### src/rtl/ra_pkg.sv
package ra_pkg;
  typedef enum logic {
    MODE_NORMAL = 1'b0,
    MODE_AHEAD  = 1'b1
  } ra_mode_e;
endpackage

### src/rtl/ra_mode_fsm.sv
module ra_mode_fsm #(
  parameter int PCW = 32
) (
  input  logic           clk,
  input  logic           rst,
  input  logic           oldest_miss,
  input  logic [PCW-1:0] oldest_pc,
  input  logic           fill_ret,
  output logic           mode_o,
  output logic           enter_o,
  output logic           leave_o,
  output logic           restore_o,
  output logic [PCW-1:0] restart_pc_o
);
  import ra_pkg::*;

  ra_mode_e       state_q;
  logic [PCW-1:0] miss_pc_q;
  logic           restore_q;

  assign enter_o      = (state_q == MODE_NORMAL) && oldest_miss;
  assign leave_o      = (state_q == MODE_AHEAD) && fill_ret;
  assign mode_o       = (state_q == MODE_AHEAD);
  assign restore_o    = restore_q;
  assign restart_pc_o = miss_pc_q;

  always_ff @(posedge clk) begin
    if (rst) begin
      state_q   <= MODE_NORMAL;
      miss_pc_q <= '0;
      restore_q <= 1'b0;
    end else begin
      restore_q <= leave_o;
      if (enter_o) begin
        state_q   <= MODE_AHEAD;
        miss_pc_q <= oldest_pc;
      end else if (leave_o) begin
        state_q <= MODE_NORMAL;
      end
    end
  end


  entry_cause_chk: assert property (@(posedge clk) disable iff (rst)
    $rose(mode_o) |-> $past(oldest_miss));

  restore_pulse_chk: assert property (@(posedge clk) disable iff (rst)
    restore_o |=> !restore_o);

  exit_restore_chk: assert property (@(posedge clk) disable iff (rst)
    $fell(mode_o) |-> restore_o);

  idle_fill_chk: assert property (@(posedge clk) disable iff (rst)
    (!mode_o && fill_ret) |=> !restore_o);
endmodule

### src/rtl/ra_inv_track.sv
module ra_inv_track #(
  parameter int NREG = 16,
  localparam int RIDX = $clog2(NREG)
) (
  input  logic            clk,
  input  logic            rst,
  input  logic            mode_i,
  input  logic            enter_i,
  input  logic            leave_i,
  input  logic [RIDX-1:0] miss_dst_i,
  input  logic            upd_i,
  input  logic            wr_i,
  input  logic            new_miss_i,
  input  logic [RIDX-1:0] s1_i,
  input  logic [RIDX-1:0] s2_i,
  input  logic [RIDX-1:0] dst_i,
  output logic            s1_inv_o,
  output logic            s2_inv_o
);
  logic [NREG-1:0] inv_q;

  assign s1_inv_o = inv_q[s1_i];
  assign s2_inv_o = inv_q[s2_i];

  always_ff @(posedge clk) begin
    if (rst || leave_i) begin
      inv_q <= '0;
    end else if (enter_i) begin
      inv_q[miss_dst_i] <= 1'b1;
    end else if (upd_i && wr_i) begin
      inv_q[dst_i] <= s1_inv_o | s2_inv_o | new_miss_i;
    end
  end


  inv_idle_chk: assert property (@(posedge clk) disable iff (rst)
    !mode_i |-> (inv_q == '0));

  inv_entry_chk: assert property (@(posedge clk) disable iff (rst)
    $rose(mode_i) |-> ($countones(inv_q) == 1));
endmodule

### src/rtl/ra_regfile.sv
module ra_regfile #(
  parameter int NREG = 16,
  parameter int DW   = 16,
  localparam int RIDX = $clog2(NREG)
) (
  input  logic            clk,
  input  logic            rst,
  input  logic            mode_i,
  input  logic            enter_i,
  input  logic            leave_i,
  input  logic            we_i,
  input  logic [RIDX-1:0] waddr_i,
  input  logic [DW-1:0]   wdata_i,
  input  logic [RIDX-1:0] rd_idx_i,
  output logic [DW-1:0]   rd_data_o
);
  logic [NREG-1:0][DW-1:0] arch_q;
  logic [NREG-1:0][DW-1:0] ckpt_q;
  logic [DW-1:0]           rd_q;

  assign rd_data_o = rd_q;

  always_ff @(posedge clk) begin
    if (rst) begin
      arch_q <= '0;
      ckpt_q <= '0;
      rd_q   <= '0;
    end else begin
      rd_q <= arch_q[rd_idx_i];
      if (enter_i) ckpt_q <= arch_q;
      if (leave_i) begin
        arch_q <= ckpt_q;
      end else if (we_i) begin
        arch_q[waddr_i] <= wdata_i;
      end
    end
  end


  ckpt_hold_chk: assert property (@(posedge clk) disable iff (rst)
    (mode_i && $past(mode_i)) |-> $stable(ckpt_q));

  restore_copy_chk: assert property (@(posedge clk) disable iff (rst)
    $fell(mode_i) |-> (arch_q == $past(ckpt_q)));
endmodule

### src/rtl/runahead_ctrl.sv
module runahead_ctrl #(
  parameter int NREG = 16,
  parameter int DW   = 16,
  parameter int AW   = 32,
  parameter int PCW  = 32,
  localparam int RIDX = $clog2(NREG)
) (
  input  logic            clk,
  input  logic            rst,
  input  logic            ins_valid,
  input  logic [RIDX-1:0] ins_src1,
  input  logic [RIDX-1:0] ins_src2,
  input  logic [RIDX-1:0] ins_dst,
  input  logic            ins_wr,
  input  logic            ins_mem,
  input  logic            ins_load,
  input  logic            ins_miss,
  input  logic [AW-1:0]   ins_addr,
  input  logic [DW-1:0]   ins_data,
  input  logic            oldest_miss,
  input  logic [PCW-1:0]  oldest_pc,
  input  logic [RIDX-1:0] oldest_dst,
  input  logic            fill_ret,
  input  logic [RIDX-1:0] rd_idx,
  output logic            ra_mode,
  output logic            pf_valid,
  output logic [AW-1:0]   pf_addr,
  output logic            drop,
  output logic            restore,
  output logic [PCW-1:0]  restart_pc,
  output logic [DW-1:0]   rd_data
);
  logic mode, enter, leave;
  logic s1_inv, s2_inv, src_inv;
  logic run_ins, norm_ins, new_miss, we;
  logic pf_q, drop_q;
  logic [AW-1:0] pf_addr_q;

  ra_mode_fsm #(.PCW(PCW)) u_fsm (
    .clk(clk), .rst(rst), .oldest_miss(oldest_miss), .oldest_pc(oldest_pc),
    .fill_ret(fill_ret), .mode_o(mode), .enter_o(enter), .leave_o(leave),
    .restore_o(restore), .restart_pc_o(restart_pc)
  );

  assign run_ins  = ins_valid && mode && !fill_ret;
  assign norm_ins = ins_valid && !mode && !oldest_miss;
  assign new_miss = ins_mem && ins_load && ins_miss;
  assign src_inv  = s1_inv | s2_inv;
  assign we       = ins_wr && (norm_ins || (run_ins && !src_inv && !new_miss));

  ra_inv_track #(.NREG(NREG)) u_inv (
    .clk(clk), .rst(rst), .mode_i(mode), .enter_i(enter), .leave_i(leave),
    .miss_dst_i(oldest_dst), .upd_i(run_ins), .wr_i(ins_wr),
    .new_miss_i(new_miss), .s1_i(ins_src1), .s2_i(ins_src2),
    .dst_i(ins_dst), .s1_inv_o(s1_inv), .s2_inv_o(s2_inv)
  );

  ra_regfile #(.NREG(NREG), .DW(DW)) u_rf (
    .clk(clk), .rst(rst), .mode_i(mode), .enter_i(enter), .leave_i(leave),
    .we_i(we), .waddr_i(ins_dst), .wdata_i(ins_data),
    .rd_idx_i(rd_idx), .rd_data_o(rd_data)
  );

  always_ff @(posedge clk) begin
    if (rst) begin
      pf_q      <= 1'b0;
      pf_addr_q <= '0;
      drop_q    <= 1'b0;
    end else begin
      pf_q   <= run_ins && ins_mem && !s1_inv;
      drop_q <= run_ins && src_inv;
      if (run_ins && ins_mem && !s1_inv) pf_addr_q <= ins_addr;
    end
  end

  assign ra_mode  = mode;
  assign pf_valid = pf_q;
  assign pf_addr  = pf_addr_q;
  assign drop     = drop_q;


  pf_mode_chk: assert property (@(posedge clk) disable iff (rst)
    pf_valid |-> $past(ra_mode));

  drop_mode_chk: assert property (@(posedge clk) disable iff (rst)
    drop |-> $past(ra_mode));

  exit_quiet_chk: assert property (@(posedge clk) disable iff (rst)
    restore |-> (!pf_valid && !drop));
endmodule

### config.mk
export PLATFORM = sky130hd
export DESIGN_NAME = runahead_ctrl
export DESIGN_NICKNAME = d
export VERILOG_FILES = /design/src/rtl/ra_pkg.sv /design/src/rtl/ra_mode_fsm.sv /design/src/rtl/ra_inv_track.sv /design/src/rtl/ra_regfile.sv /design/src/rtl/runahead_ctrl.sv
export SDC_FILE = /design/constraint.sdc
export NUM_CORES = 1
export LEC_CHECK = 0
export ABC_AREA = 1
export BUFFER_PORTS_ARGS = -buffer_cell sky130_fd_sc_hd__buf_2
export CELL_PAD_IN_SITES_DETAIL_PLACEMENT = 1
export CELL_PAD_IN_SITES_GLOBAL_PLACEMENT = 1
export CORE_MARGIN = 1
export CORE_UTILIZATION = 44
export DETAILED_ROUTE_END_ITERATION = 7
export PLACE_DENSITY = 0.77
export SETUP_SLACK_MARGIN = 0.4
export SKIP_LAST_GASP = 1
export SLEW_MARGIN = 20
export SYNTH_ARGS = -nofsm -noshare
export SYNTH_HDL_FRONTEND = slang
export SYNTH_HIERARCHICAL = 1
export SYNTH_SLANG_ARGS = --single-unit
### constraint.sdc
create_clock -name clk -period 3.15 [get_ports clk]
set_clock_uncertainty 0.05 [all_clocks]
set_input_delay 0.315 -clock clk [delete_from_list [all_inputs] [get_ports clk]]
set_output_delay 0.315 -clock clk [all_outputs]
set_load 0.02 [all_outputs]
==> impl_metrics.csv, run 1 <==
group,metric,value,unit
cts,clockBufferDepth,3,
floorplanning,placement_rows,91,
cells_and_area,area_growth,14.48,%
setup_path,cp.buffers_inverters,3,
worst_hold_path,worstHoldPathCells,5,
route,drt_wl_cell,19.93,um
grt,met1_layer_usage_reported_by_global_route,39.00,%
cells_and_area,finalNetCount,4067,
route,drt-vias-per-instance,5.485,
power_and_ir_drop,total_power,19.44,mW
timing,slew_headroom,31.75,%
setup_path,worstSetupEndpointType,"flop",
yosys,number_of_instances_in_the_synthesized_netlist,3851,
grt,grt.total_usage,30.05,%
cells_and_area,fillCellCount,7968,
yosys,synth.avg_cell_area,7.170,um2
placement,post-place-ws,0.3550,ns
grt,grt_max_degree,141,
setup_path,required_time_reported_for_the_critical_path_endpoint,3.62,ns
floorplanning,die_h,252.5,um
timing,fin_crit,2.548,ns
power_and_ir_drop,power_density,615.0,mW/mm2
timing,worst_slew_pin_slew,1.023,ns
cells_and_area,drive_gt1_share,11.13,%
setup_path,crit_path_launch_type,"flop",
yosys,ys_types,33,
cells_and_area,layout.cell_area.non_filler,0.03161,mm2
route,detailedRoute.firstPassIterationCount,5,
setup_path,slowest_cell_on_crit_path,"sky130_fd_sc_hd__dfxtp_1",
cts,cts_tree,"built",
cts,insertion_delay_of_the_later_clocked_pin_in_the_worst_skew_pair,0.61,ns
timing,final_min_period_over_clock_period,80.88,%
cts,htree_levels,3,
floorplanning,initial_utilization,44.66,%
placement,buffer_ports.inserted,192,
placement,gpl_wtd_cong,0.8393,
yosys,ys.warnings.count,6,
timing,report.final.setup_viol,0,
setup_path,worst-r2r-cell-count,15,
timing,finalSetupTns,0,ns
route,route.detailed.drc,0,
setup_path,cp_data_arrival_time,3.02,ns
route,post_drt_antenna_nets,0,
timing,finalWorstSetupSlack,0.6022,ns
cts,cts.reportedPaths.clkPinSlew,0.06,ns
worst_hold_path,hold_path.startpoint,"ins_addr[29]",
grt,groute.layer.met3.usage,3.862,%
yosys,ys_seq_area_share,44.37,%
grt,first_global_vias,27110,
setup_path,worst-path-stages,15,
setup_path,critical-path-top-delay-family,"simple AND/OR/NAND/NOR gates",
cts,cts_buffers,70,
cts,post_cts.repair.setup_buffers,0,
floorplanning,design.core.area,0.06183,mm2
setup_path,timing.critical_path.cells,"inv_1, nand2_1, nand3_1, nand3_1, nand3_1, nand2_1, nor2_1, nand3_2, a21oi_2, buf_12, nand2_1, nand2_4, buf_4, a21boi_0, a21oi_1",
timing,max_slew_violation_total_from_the_final_report,0,
setup_path,critical_path.max_stage_delay,0.31,ns
route,dr_vias,26580,
yosys,post_synth_instance_area,0.02761,mm2
grt,grt-ovfl-total,0,
power_and_ir_drop,vdd_drop_max,0.4128,mV
yosys,synth_fp_nets,3960,
route,detailed_router_s_first_iteration_violation_count,1700,
setup_path,critPathMaxFanout,20,
timing,hold_ws,0.01009,ns
route,wl,96600,um
timing,fmax,392.5,MHz
floorplanning,pin_count,193,
yosys,synth.ff_latch_count,612,
floorplanning,die_area,0.06376,mm2
cts,cts.sink_count,612,
setup_path,critical_path.startpoint,"u_inv/inv_q[9]$_SDFFE_PP0P_",
worst_hold_path,hold_class,"input pin to flop",
power_and_ir_drop,static-leakage-power,13.11,nW
status,status,"completed",
placement,place_hpwl,57950,um
grt,grt_first_pass_wirelength,151400,um
grt,globalRouteMet2Util,50.75,%
setup_path,r2r_start,"u_inv/inv_q[9]$_SDFFE_PP0P_",
grt,global_routing_s_busiest_layer,"met2",
placement,placed_cell_area,0.02861,mm2
run,max_cap_violations,0,
timing,hold_violations,0,
setup_path,timing.setup.critical_path_class,"flop to flop",
timing,rsz_0062_raised_after_global_routing,"no",
grt,antenna_found_initial,1,
floorplanning,dieWidth,252.5,um
cts,cts_root_buffer,"sky130_fd_sc_hd__clkbuf_16",
cells by family (layout without fill, tap and decap cells):
| group | after synthesis | count (layout) | share of synthesized area [%] |
|---|---|---|---|
| flip-flops | 612 | 612 | 44.37 |
| buffers and inverters | 711 | 867 | 11.98 |
| other | 0 | 2 | 0 |
| AO/OA/AOI/OAI | 1045 | 1045 | 20.99 |
| AND/OR/NAND/NOR | 1483 | 1483 | 22.66 |
cells in the final DEF (no fill, tap or decap), types with 5 or more instances in the layout:
cell type and count:
sky130_fd_sc_hd__nor2_2 9, sky130_fd_sc_hd__nand2_2 22, sky130_fd_sc_hd__clkbuf_1 16, sky130_fd_sc_hd__nor2_4 13
sky130_fd_sc_hd__clkinv_2 6, sky130_fd_sc_hd__buf_2 190, sky130_fd_sc_hd__nor2_1 128, sky130_fd_sc_hd__dlygate4sd3_1 63
sky130_fd_sc_hd__inv_2 15, sky130_fd_sc_hd__a31oi_1 71, sky130_fd_sc_hd__a21oi_1 511, sky130_fd_sc_hd__nand2_4 12
sky130_fd_sc_hd__o21ai_0 290, sky130_fd_sc_hd__buf_4 47, sky130_fd_sc_hd__bufinv_16 7, sky130_fd_sc_hd__nand2_1 962
sky130_fd_sc_hd__buf_12 15, sky130_fd_sc_hd__dfxtp_1 612, sky130_fd_sc_hd__inv_1 407, sky130_fd_sc_hd__clkbuf_16 71
sky130_fd_sc_hd__a21boi_0 123, sky130_fd_sc_hd__a21boi_1 36, sky130_fd_sc_hd__o211ai_1 7, sky130_fd_sc_hd__nand3_1 328
sky130_fd_sc_hd__clkbuf_8 17, sky130_fd_sc_hd__inv_4 5
repair_timing:
action,CTS,global route
endpoints found under the hold margin,63,0
hold buffers,63,0
gates resized for setup,0,8
setup endpoints to repair,0,46
power breakdown:
group          switching [mW]  internal [mW]  total, mW
registers               0.238           8.24       8.48
logic                    1.75          0.748       2.50
clock network            3.36           5.11       8.47
total                    5.35           14.1       19.4
path summary, 6_finish.rpt:
kind,slack (ns),endpoint
min reg2reg,0.41,u_rf/arch_q[38]$_SDFFE_PP0P_
max reg2reg,0.60,u_rf/arch_q[68]$_SDFFE_PP0P_
max,0.60,u_rf/arch_q[68]$_SDFFE_PP0P_
min,0.01,pf_addr[29]$_SDFFE_PP0P_
registers in the layout (all words and copies together) (netlist names), 16 cells and up:
register,cells
pf_addr,32
u_rf/ckpt_q,256
u_inv/inv_q,16
u_rf/rd_data_o,16
u_fsm/restart_pc_o,32
u_rf/arch_q,256
metal layers:
layer / vias up / wire, um
met3: 192 / 4437
met2: 628 / 45690
met4: 0 / 3353
met5: - / 0
met1: 13100 / 43110
li1: 12670 / -
synthesized netlist by cell type:
library cell               instances  share of area [%]
sky130_fd_sc_hd__a21boi_0        123                3.3
sky130_fd_sc_hd__a21boi_1         36               0.98
sky130_fd_sc_hd__a21oi_1         511                9.3
sky130_fd_sc_hd__a21oi_2           2              0.063
sky130_fd_sc_hd__a21oi_4           4               0.24
sky130_fd_sc_hd__a31oi_1          71                1.6
sky130_fd_sc_hd__a31oi_2           1              0.045
sky130_fd_sc_hd__buf_1            14               0.19
sky130_fd_sc_hd__buf_12            3               0.22
sky130_fd_sc_hd__buf_2           110                2.0
sky130_fd_sc_hd__buf_4            14               0.38
sky130_fd_sc_hd__buf_6            50                2.0
sky130_fd_sc_hd__buf_8             1              0.054
sky130_fd_sc_hd__clkbuf_1         88                1.2
sky130_fd_sc_hd__clkbuf_4          1              0.027
sky130_fd_sc_hd__clkinv_2          2              0.036
sky130_fd_sc_hd__dfxtp_1         612                 44
sky130_fd_sc_hd__inv_1           410                5.6
sky130_fd_sc_hd__inv_2            17               0.23
sky130_fd_sc_hd__inv_8             1              0.041
sky130_fd_sc_hd__nand2_1         962                 13
sky130_fd_sc_hd__nand2_2          24               0.54
sky130_fd_sc_hd__nand2_4          10               0.41
sky130_fd_sc_hd__nand3_1         328                5.9
sky130_fd_sc_hd__nand3_2           2              0.073
sky130_fd_sc_hd__nand3b_1          1              0.027
sky130_fd_sc_hd__nand4_1           4              0.091
sky130_fd_sc_hd__nor2_1          128                1.7
sky130_fd_sc_hd__nor2_2           10               0.23
sky130_fd_sc_hd__nor2_4           12               0.49
sky130_fd_sc_hd__nor3_1            2              0.036
sky130_fd_sc_hd__o211ai_1          7               0.19
sky130_fd_sc_hd__o21ai_0         290                5.3
per-stage QoR:
| step | instances | util [%] |
|---|---|---|
| finish | 4846 | 51.12 |
| global route | 4845 | 51.12 |
| CTS | 4844 | 51.09 |
| detailed placement | 4660 | 46.28 |
| global placement | 4660 | 46.28 |
| floorplan | 3851 | - |
worst reg2reg max path, cell delays in order, from the launching register on:
cell,delay (ns)
sky130_fd_sc_hd__dfxtp_1,0.31
sky130_fd_sc_hd__inv_1,0.13
sky130_fd_sc_hd__nand2_1,0.09
sky130_fd_sc_hd__nand3_1,0.08
sky130_fd_sc_hd__nand3_1,0.07
sky130_fd_sc_hd__nand3_1,0.11
sky130_fd_sc_hd__nand2_1,0.13
sky130_fd_sc_hd__nor2_1,0.20
sky130_fd_sc_hd__nand3_2,0.10
sky130_fd_sc_hd__a21oi_2,0.18
sky130_fd_sc_hd__buf_12,0.20
sky130_fd_sc_hd__nand2_1,0.13
sky130_fd_sc_hd__nand2_4,0.17
sky130_fd_sc_hd__buf_4,0.24
sky130_fd_sc_hd__a21boi_0,0.11
sky130_fd_sc_hd__a21oi_1,0.18
cell type report:
| type | count | area, um2 | share of cell area, % |
|---|---|---|---|
| sequential | 612 | 12250 | 38.76 |
| multi-input combinational | 2528 | 12070 | 38.17 |
| timing repair buffer | 316 | 2250 | 7.117 |
| clock buffer | 104 | 2071 | 6.551 |
| inverter | 430 | 1647 | 5.209 |
| tap | 837 | 1047 | 3.313 |
| clock inverter | 17 | 271.5 | 0.8590 |
| antenna | 2 | 5.005 | 0.01583 |
Power figures use the tool's default switching activity.
==> inputs of run 2 (changes only) <==
--- a/config.mk
+++ b/config.mk
@@ -10,9 +10,9 @@
 export CELL_PAD_IN_SITES_DETAIL_PLACEMENT = 1
 export CELL_PAD_IN_SITES_GLOBAL_PLACEMENT = 1
 export CORE_MARGIN = 1
-export CORE_UTILIZATION = 44
+export CORE_UTILIZATION = 40
 export DETAILED_ROUTE_END_ITERATION = 7
-export PLACE_DENSITY = 0.77
+export PLACE_DENSITY = 0.74
 export SETUP_SLACK_MARGIN = 0.4
 export SKIP_LAST_GASP = 1
 export SLEW_MARGIN = 20
==> constraint.sdc (replaced) <==
create_clock -name clk -period 2.2 [get_ports clk]
set_clock_uncertainty 0.05 [all_clocks]
set_input_delay 0.22 -clock clk [delete_from_list [all_inputs] [get_ports clk]]
set_output_delay 0.22 -clock clk [all_outputs]
set_load 0.02 [all_outputs]
==> run 2 against run 1 <==
  * The run now ends with setup timing left
  * Clock power is 43% higher
  * Sequential share of layout area is 2.4 points lower
  * Register-to-register slack lost 0.73 ns
  * Largest cell class is now multi-input gates
  * Critical path type unchanged
  * Global-route usage fell by 2.4 points
  * Power grew 46%
  * Utilization shrank 1.4 points
  * Largest power group unchanged
==> impl_metrics.csv, run 2 (synthesis results as in run 1) <==
group,metric,value,unit
status,status,"finished with violations",
status,violations_in_the_final_reports,"setup timing",
setup_path,worst-path-stages,16,
route,route.detailed.drc,0,
grt,grt-ovfl-total,0,
setup_path,critical_path.max_stage_delay,0.30,ns
route,post_drt_antenna_nets,0,
cells_and_area,area_growth,22.08,%
setup_path,r2r_setup_slk,-0.13,ns
setup_path,worst-r2r-cell-count,16,
route,met3_wirelength,3583,um
route,drt_wl_cell,19.95,um
placement,buffer_ports.inserted,192,
cells_and_area,finalNetCount,4152,
power_and_ir_drop,static-leakage-power,14.08,nW
placement,place_hpwl,59170,um
setup_path,crit_path_launch_type,"flop",
setup_path,worstSetupEndpointType,"flop",
cts,cts_buffers,71,
grt,grt_max_degree,122,
power_and_ir_drop,power.share.clock,42.8,%
floorplanning,die_h,264.7,um
timing,worst_slew_pin_slew,0.7122,ns
route,detailedRoute.firstPassIterationCount,5,
timing,fin_crit,2.328,ns
timing,rsz_0062_raised_after_global_routing,"yes",
floorplanning,initial_utilization,40.75,%
route,drt-vias-per-instance,5.402,
floorplanning,pin_count,193,
timing,slew_headroom,52.52,%
setup_path,critical-path-top-delay-family,"simple AND/OR/NAND/NOR gates",
power_and_ir_drop,sw_frac_of_total,28.11,%
run,max_cap_violations,0,
cells_and_area,largest_registers,"u_rf/arch_q (256), u_rf/ckpt_q (256)",
cts,clockBufferDepth,3,
floorplanning,design.core.area,0.06775,mm2
grt,grt_first_pass_wirelength,153800,um
cells_and_area,drive_gt1_share,15.05,%
cells_and_area,final_common_cell,"sky130_fd_sc_hd__nand2_1",
setup_path,setup.worst_path.end,"u_rf/arch_q[3]$_SDFFE_PP0P_",
setup_path,critical_path.startpoint,"u_inv/inv_q[15]$_SDFFE_PP0P_",
cts,cts_root_buffer,"sky130_fd_sc_hd__clkbuf_16",
timing,finalWorstSetupSlack,-0.1281,ns
cts,cts.reportedPaths.clkPinSlew,0.06,ns
worst_hold_path,hold_class,"input pin to flop",
setup_path,timing.critical_path.cells,"inv_2, nand2_1, o211ai_1, nand3_1, nand3_2, nand2_4, nor2_4, nand3_2, a21oi_4, buf_12, buf_8, nand2_4, nand2_8, buf_12, a21oi_1, a21oi_1",
setup_path,required_time_reported_for_the_critical_path_endpoint,2.70,ns
cts,cts.sink_count,612,
floorplanning,die_area,0.07008,mm2
cells_and_area,layout.cells.most_common_list,"sky130_fd_sc_hd__nand2_1 (930), sky130_fd_sc_hd__dfxtp_1 (610), sky130_fd_sc_hd__a21oi_1 (504)",
route,wl,99160,um
timing,report.final.setup_viol,239,
grt,first_global_vias,27410,
power_and_ir_drop,sw_power,7.964,mW
power_and_ir_drop,intPower,20.37,mW
power_and_ir_drop,vdd_drop_max,0.6377,mV
route,wl_met2,48940,um
setup_path,slowest_cell_on_crit_path,"sky130_fd_sc_hd__dfxtp_1",
route,wl_met1,43520,um
power_and_ir_drop,power.sequential.fraction,42.9,%
grt,grt.total_usage,27.61,%
setup_path,critPathMaxFanout,8,
route,dr_vias,26840,
cts,htree_levels,3,
setup_path,r2r_start,"u_inv/inv_q[15]$_SDFFE_PP0P_",
route,detailed_router_s_first_iteration_violation_count,1675,
cells_and_area,fillCellCount,8418,
cts,insertion_delay_of_the_later_clocked_pin_in_the_worst_skew_pair,0.63,ns
setup_path,cp.buffers_inverters,4,
timing,fmax,429.5,MHz
power_and_ir_drop,total_power,28.33,mW
cts,cts_tree,"built",
timing,final_min_period_over_clock_period,105.8,%
placement,gpl_wtd_cong,0.7981,
setup_path,rr_endpoint,"u_rf/arch_q[3]$_SDFFE_PP0P_",
floorplanning,dieWidth,264.7,um
timing,max_slew_violation_total_from_the_final_report,0,
timing,hold_violations,0,
grt,antenna_found_initial,1,
setup_path,timing.setup.critical_path_class,"flop to flop",
route,topRoutingLayerUsed,"met4",
setup_path,cp_data_arrival_time,2.82,ns
floorplanning,placement_rows,95,
cells_and_area,final_util,49.75,%
power_and_ir_drop,power_density,840.6,mW/mm2
power_and_ir_drop,p_comb_share,14.3,%
## run 2: per-stage QoR
step | instances | TNS [ns] | setup WS, ns | instance area (um2) | hold slack [ns]
2_1_floorplan | 3851 | 0 | 0.2211 | 27720 | 0.2424
3_3_place_gp | 4749 | -8.741 | -0.1279 | 29640 | 0.3934
3_5_place_dp | 4749 | -34.98 | -0.2557 | 29640 | 0.4011
4_1_cts | 4959 | -0.3518 | -0.03130 | 33170 | 0.01535
5_1_grt | 4968 | -48.67 | -0.2534 | 33700 | 0.05381
6_report | 4969 | -13.64 | -0.1281 | 33710 | 0.03976
## run 2: layout make-up
cell class | count | area (um2) | share of cell area, %
Multi-Input combinational cell | 2528 | 12480 | 37.01
Sequential cell | 612 | 12260 | 36.36
Timing Repair Buffer | 400 | 3767 | 11.18
Clock buffer | 104 | 2152 | 6.385
Inverter | 430 | 1719 | 5.100
Tap cell | 873 | 1092 | 3.241
Clock inverter | 20 | 237.7 | 0.7053
Antenna cell | 2 | 5.005 | 0.01485
## run 2: worst register-to-register path, stage by stage (launching register included)
cell and delay, ns:
sky130_fd_sc_hd__dfxtp_1 0.30, sky130_fd_sc_hd__inv_2 0.07, sky130_fd_sc_hd__nand2_1 0.07, sky130_fd_sc_hd__o211ai_1 0.11, sky130_fd_sc_hd__nand3_1 0.14, sky130_fd_sc_hd__nand3_2 0.12, sky130_fd_sc_hd__nand2_4 0.07, sky130_fd_sc_hd__nor2_4 0.12
sky130_fd_sc_hd__nand3_2 0.09, sky130_fd_sc_hd__a21oi_4 0.23, sky130_fd_sc_hd__buf_12 0.18, sky130_fd_sc_hd__buf_8 0.14, sky130_fd_sc_hd__nand2_4 0.06, sky130_fd_sc_hd__nand2_8 0.13, sky130_fd_sc_hd__buf_12 0.15, sky130_fd_sc_hd__a21oi_1 0.08
sky130_fd_sc_hd__a21oi_1 0.16
## run 2: how the worst min path moves through the flow
stage	start	to	slack (ns)	depth (start not counted)
finish	ins_dst[2]	u_inv/inv_q[6]$_SDFFE_PP0P_	0.04	4
global route	ins_dst[2]	u_inv/inv_q[6]$_SDFFE_PP0P_	0.05	4
CTS	ins_dst[2]	u_inv/inv_q[6]$_SDFFE_PP0P_	0.02	4
detailed placement	u_rf/arch_q[3]$_SDFFE_PP0P_	u_rf/arch_q[3]$_SDFFE_PP0P_	0.40	2
global placement	u_rf/arch_q[5]$_SDFFE_PP0P_	u_rf/arch_q[5]$_SDFFE_PP0P_	0.39	2
floorplan	rst	u_fsm/restore_o$_SDFF_PP0_	0.24	1
## run 2: per-layer routing
| metal | track usage (%) | vias up |
|---|---|---|
| met5 | 0 | - |
| met4 | 9.342 | 0 |
| li1 | - | 12860 |
| met1 | 35.10 | 13250 |
| met3 | 3.669 | 196 |
| met2 | 47.98 | 534 |
## run 2: repair_timing
item,in CTS,in global routing
hold buffers,68,0
buffers inserted,14,4
pin swaps,15,65
cloned,4,4
resized for setup,68,136
endpoints found under the hold margin,96,0
endpoints found under the setup margin,256,306
## run 2: power groups by stage
stage,clock network (mW),logic [mW],registers [mW]
final,12.1,4.05,12.1
after global routing,12.8,4.40,12.2
after CTS,12.4,3.89,12.1
after detailed placement,0,3.64,12.4
after global placement,0,3.56,12.3
after floorplan,0,2.28,12.4
==> inputs of run 3 (changes only) <==
--- a/config.mk
+++ b/config.mk
@@ -10,9 +10,10 @@
 export CELL_PAD_IN_SITES_DETAIL_PLACEMENT = 1
 export CELL_PAD_IN_SITES_GLOBAL_PLACEMENT = 1
 export CORE_MARGIN = 1
-export CORE_UTILIZATION = 40
+export CORE_UTILIZATION = 41
+export CTS_BUF_LIST = sky130_fd_sc_hd__clkbuf_8
 export DETAILED_ROUTE_END_ITERATION = 7
-export PLACE_DENSITY = 0.74
+export PLACE_DENSITY = 0.76
 export SETUP_SLACK_MARGIN = 0.4
 export SKIP_LAST_GASP = 1
 export SLEW_MARGIN = 20
==> run 3 against run 2 <==
  * The run still ends with setup timing left
  * Worst setup slack improved by 0.029 ns
  * Clock power fell by 7%
  * Maximum frequency rose by 1.3%
  * Cell count rose by 2.2%
  * First-iteration DRC count rose by 8.2%
  * Register-to-register slack improved by 0.03 ns
  * Count of clock-buffer cells in the layout rose by 39
  * Power fell by 3.0%
  * Routed wire length rose by 3.3%
==> impl_metrics.csv, run 3 (synthesis results as in run 1) <==
group,metric,value,unit
cts,cts_buffers,108,
timing,final_min_period_over_clock_period,104.5,%
power_and_ir_drop,static-leakage-power,14.42,nW
cts,htree_levels,3,
floorplanning,die_area,0.06838,mm2
power_and_ir_drop,intPower,19.40,mW
cells_and_area,final_common_cell,"sky130_fd_sc_hd__nand2_1",
cells_and_area,area_growth,23.28,%
setup_path,r2r_setup_slk,-0.1,ns
grt,groute.layer.met3.usage,4.113,%
power_and_ir_drop,power.share.clock,40.7,%
timing,fmax,434.9,MHz
route,drt-vias-per-instance,5.394,
setup_path,critPathMaxFanout,5,
timing,hold_ws,0.05753,ns
grt,grt_max_degree,137,
route,route.detailed.drc,0,
power_and_ir_drop,power_density,807.1,mW/mm2
setup_path,r2r_start,"u_inv/inv_q[9]$_SDFFE_PP0P_",
cts,cts_root_buffer,"sky130_fd_sc_hd__clkbuf_8",
setup_path,timing.setup.critical_path_class,"flop to flop",
timing,rsz_0062_raised_after_global_routing,"yes",
floorplanning,pin_count,193,
timing,finalSetupTns,-3.368,ns
route,wl,102400,um
status,status,"finished with violations",
route,dr_vias,27380,
power_and_ir_drop,sw_power,8.071,mW
cts,cts_tree,"built",
cts,cts.reportedPaths.clkPinSlew,0.06,ns
power_and_ir_drop,vdd_drop_max,0.6353,mV
placement,buffer_ports.inserted,192,
placement,post-place-ws,-0.2422,ns
cells_and_area,drive_gt1_share,16.68,%
cells_and_area,finalNetCount,4231,
floorplanning,initial_utilization,41.70,%
timing,fin_crit,2.299,ns
placement,gpl_wtd_cong,0.8242,
setup_path,crit_path_launch_type,"flop",
setup_path,critical_path.startpoint,"u_inv/inv_q[9]$_SDFFE_PP0P_",
route,detailed_router_s_first_iteration_violation_count,1812,
timing,hold_violations,0,
route,detailedRoute.firstPassIterationCount,5,
route,post_drt_antenna_nets,0,
floorplanning,die_h,261.5,um
cts,clockBufferDepth,3,
cells_and_area,layout.cells.non_filler,5076,
grt,first_global_vias,27910,
power_and_ir_drop,power.sequential.fraction,44.2,%
grt,global_routing_s_busiest_layer,"met2",
timing,slew_headroom,39.95,%
run,max_cap_violations,0,
setup_path,setup.worst_path.end,"u_rf/arch_q[234]$_SDFFE_PP0P_",
setup_path,worstSetupEndpointType,"flop",
floorplanning,design.core.area,0.06622,mm2
route,drt_wl_cell,20.17,um
worst_hold_path,hold_class,"input pin to flop",
setup_path,worst-r2r-cell-count,17,
grt,antenna_found_initial,5,
grt,grt_first_pass_wirelength,155700,um
power_and_ir_drop,sw_frac_of_total,29.38,%
cells_and_area,layout.cells.most_common_list,"sky130_fd_sc_hd__nand2_1 (932), sky130_fd_sc_hd__dfxtp_1 (610), sky130_fd_sc_hd__a21oi_1 (507)",
status,violations_in_the_final_reports,"setup timing",
timing,finalWorstSetupSlack,-0.09916,ns
cells_and_area,largest_registers,"u_rf/arch_q (256), u_rf/ckpt_q (256)",
setup_path,cp_data_arrival_time,2.82,ns
setup_path,required_time_reported_for_the_critical_path_endpoint,2.72,ns
timing,report.final.setup_viol,123,
placement,dp_cells,4755,
placement,place_hpwl,58990,um
grt,grt.total_usage,28.93,%
cts,insertion_delay_of_the_later_clocked_pin_in_the_worst_skew_pair,0.74,ns
grt,globalRouteMet2Util,50.01,%
floorplanning,dieWidth,261.5,um
timing,max_slew_violation_total_from_the_final_report,0,
power_and_ir_drop,p_comb_share,15.1,%
grt,grt-ovfl-total,0,
setup_path,rr_endpoint,"u_rf/arch_q[234]$_SDFFE_PP0P_",
grt,met1_layer_usage_reported_by_global_route,36.26,%
cts,cts.sink_count,612,
timing,worst_slew_pin_slew,0.9007,ns
floorplanning,placement_rows,94,
cells_and_area,fillCellCount,8357,
run 3: final cells by class:
cell class,count,area [um2],area share [%]
diodes,3,7.507,0.02206
repair buffers,440,4070,11.96
inverters,430,1722,5.058
clock inverters,54,332.8,0.9778
multi-input cells,2530,12600,37.02
clock buffers,143,1968,5.782
flip-flops and latches,612,12260,36.01
well taps,864,1081,3.176
run 3: per-stage QoR:
stage,power (mW),utilization [%],cell area [um2]
floorplan,14.67,-,27720
global placement,15.88,44.76,29640
detailed placement,16.00,44.76,29640
CTS,27.45,50.17,33220
global route,28.59,51.40,34040
finish,27.47,51.40,34040
run 3: power groups by stage:
stage / registers, mW / clock network, mW / logic (mW)
finish: 12.1 / 11.2 / 4.14
global route: 12.2 / 11.9 / 4.48
CTS: 12.1 / 11.4 / 3.89
detailed placement: 12.4 / 0 / 3.64
global placement: 12.3 / 0 / 3.55
floorplan: 12.4 / 0 / 2.28
run 3: how the worst min path moves through the flow:
stage                                         end  depth (start not counted)                        start
floorplan              u_fsm/restore_o$_SDFF_PP0_                          1                          rst
global placement      u_rf/arch_q[3]$_SDFFE_PP0P_                          2  u_rf/arch_q[3]$_SDFFE_PP0P_
detailed placement    u_rf/arch_q[2]$_SDFFE_PP0P_                          2  u_rf/arch_q[2]$_SDFFE_PP0P_
CTS                  u_inv/inv_q[13]$_SDFFE_PP0P_                          4                   ins_dst[0]
global route        u_rf/arch_q[176]$_SDFFE_PP0P_                          6                  ins_data[0]
finish              u_rf/arch_q[176]$_SDFFE_PP0P_                          6                  ins_data[0]
run 3: timing repair:
action | CTS | global route
pin swaps | 8 | 74
hold buffers | 92 | 0
gates cloned | 3 | 9
resized for setup | 52 | 189
endpoints found under the setup margin | 256 | 290
hold endpoints to repair | 178 | 0
setup buffers | 13 | 4
run 3: metal layers:
layer	part of all wire, %	wire [um]
met1	43	44320
met4	3.9	4015
met3	4.1	4166
met2	49	49870
met5	0.021	21
run 3: worst max-delay path: stages, from the launching register on:
cell and delay [ns]:
sky130_fd_sc_hd__dfxtp_1 0.31, sky130_fd_sc_hd__inv_2 0.08, sky130_fd_sc_hd__nand2_1 0.06, sky130_fd_sc_hd__nand3_1 0.10, sky130_fd_sc_hd__nand3_2 0.09, sky130_fd_sc_hd__nand3_4 0.10
sky130_fd_sc_hd__nand2_4 0.06, sky130_fd_sc_hd__nor2_4 0.13, sky130_fd_sc_hd__nand3_2 0.09, sky130_fd_sc_hd__a21oi_4 0.17, sky130_fd_sc_hd__buf_6 0.17, sky130_fd_sc_hd__buf_16 0.15
sky130_fd_sc_hd__buf_6 0.10, sky130_fd_sc_hd__a21oi_4 0.07, sky130_fd_sc_hd__buf_12 0.14, sky130_fd_sc_hd__clkbuf_16 0.15, sky130_fd_sc_hd__nand2_2 0.04, sky130_fd_sc_hd__a31oi_1 0.07
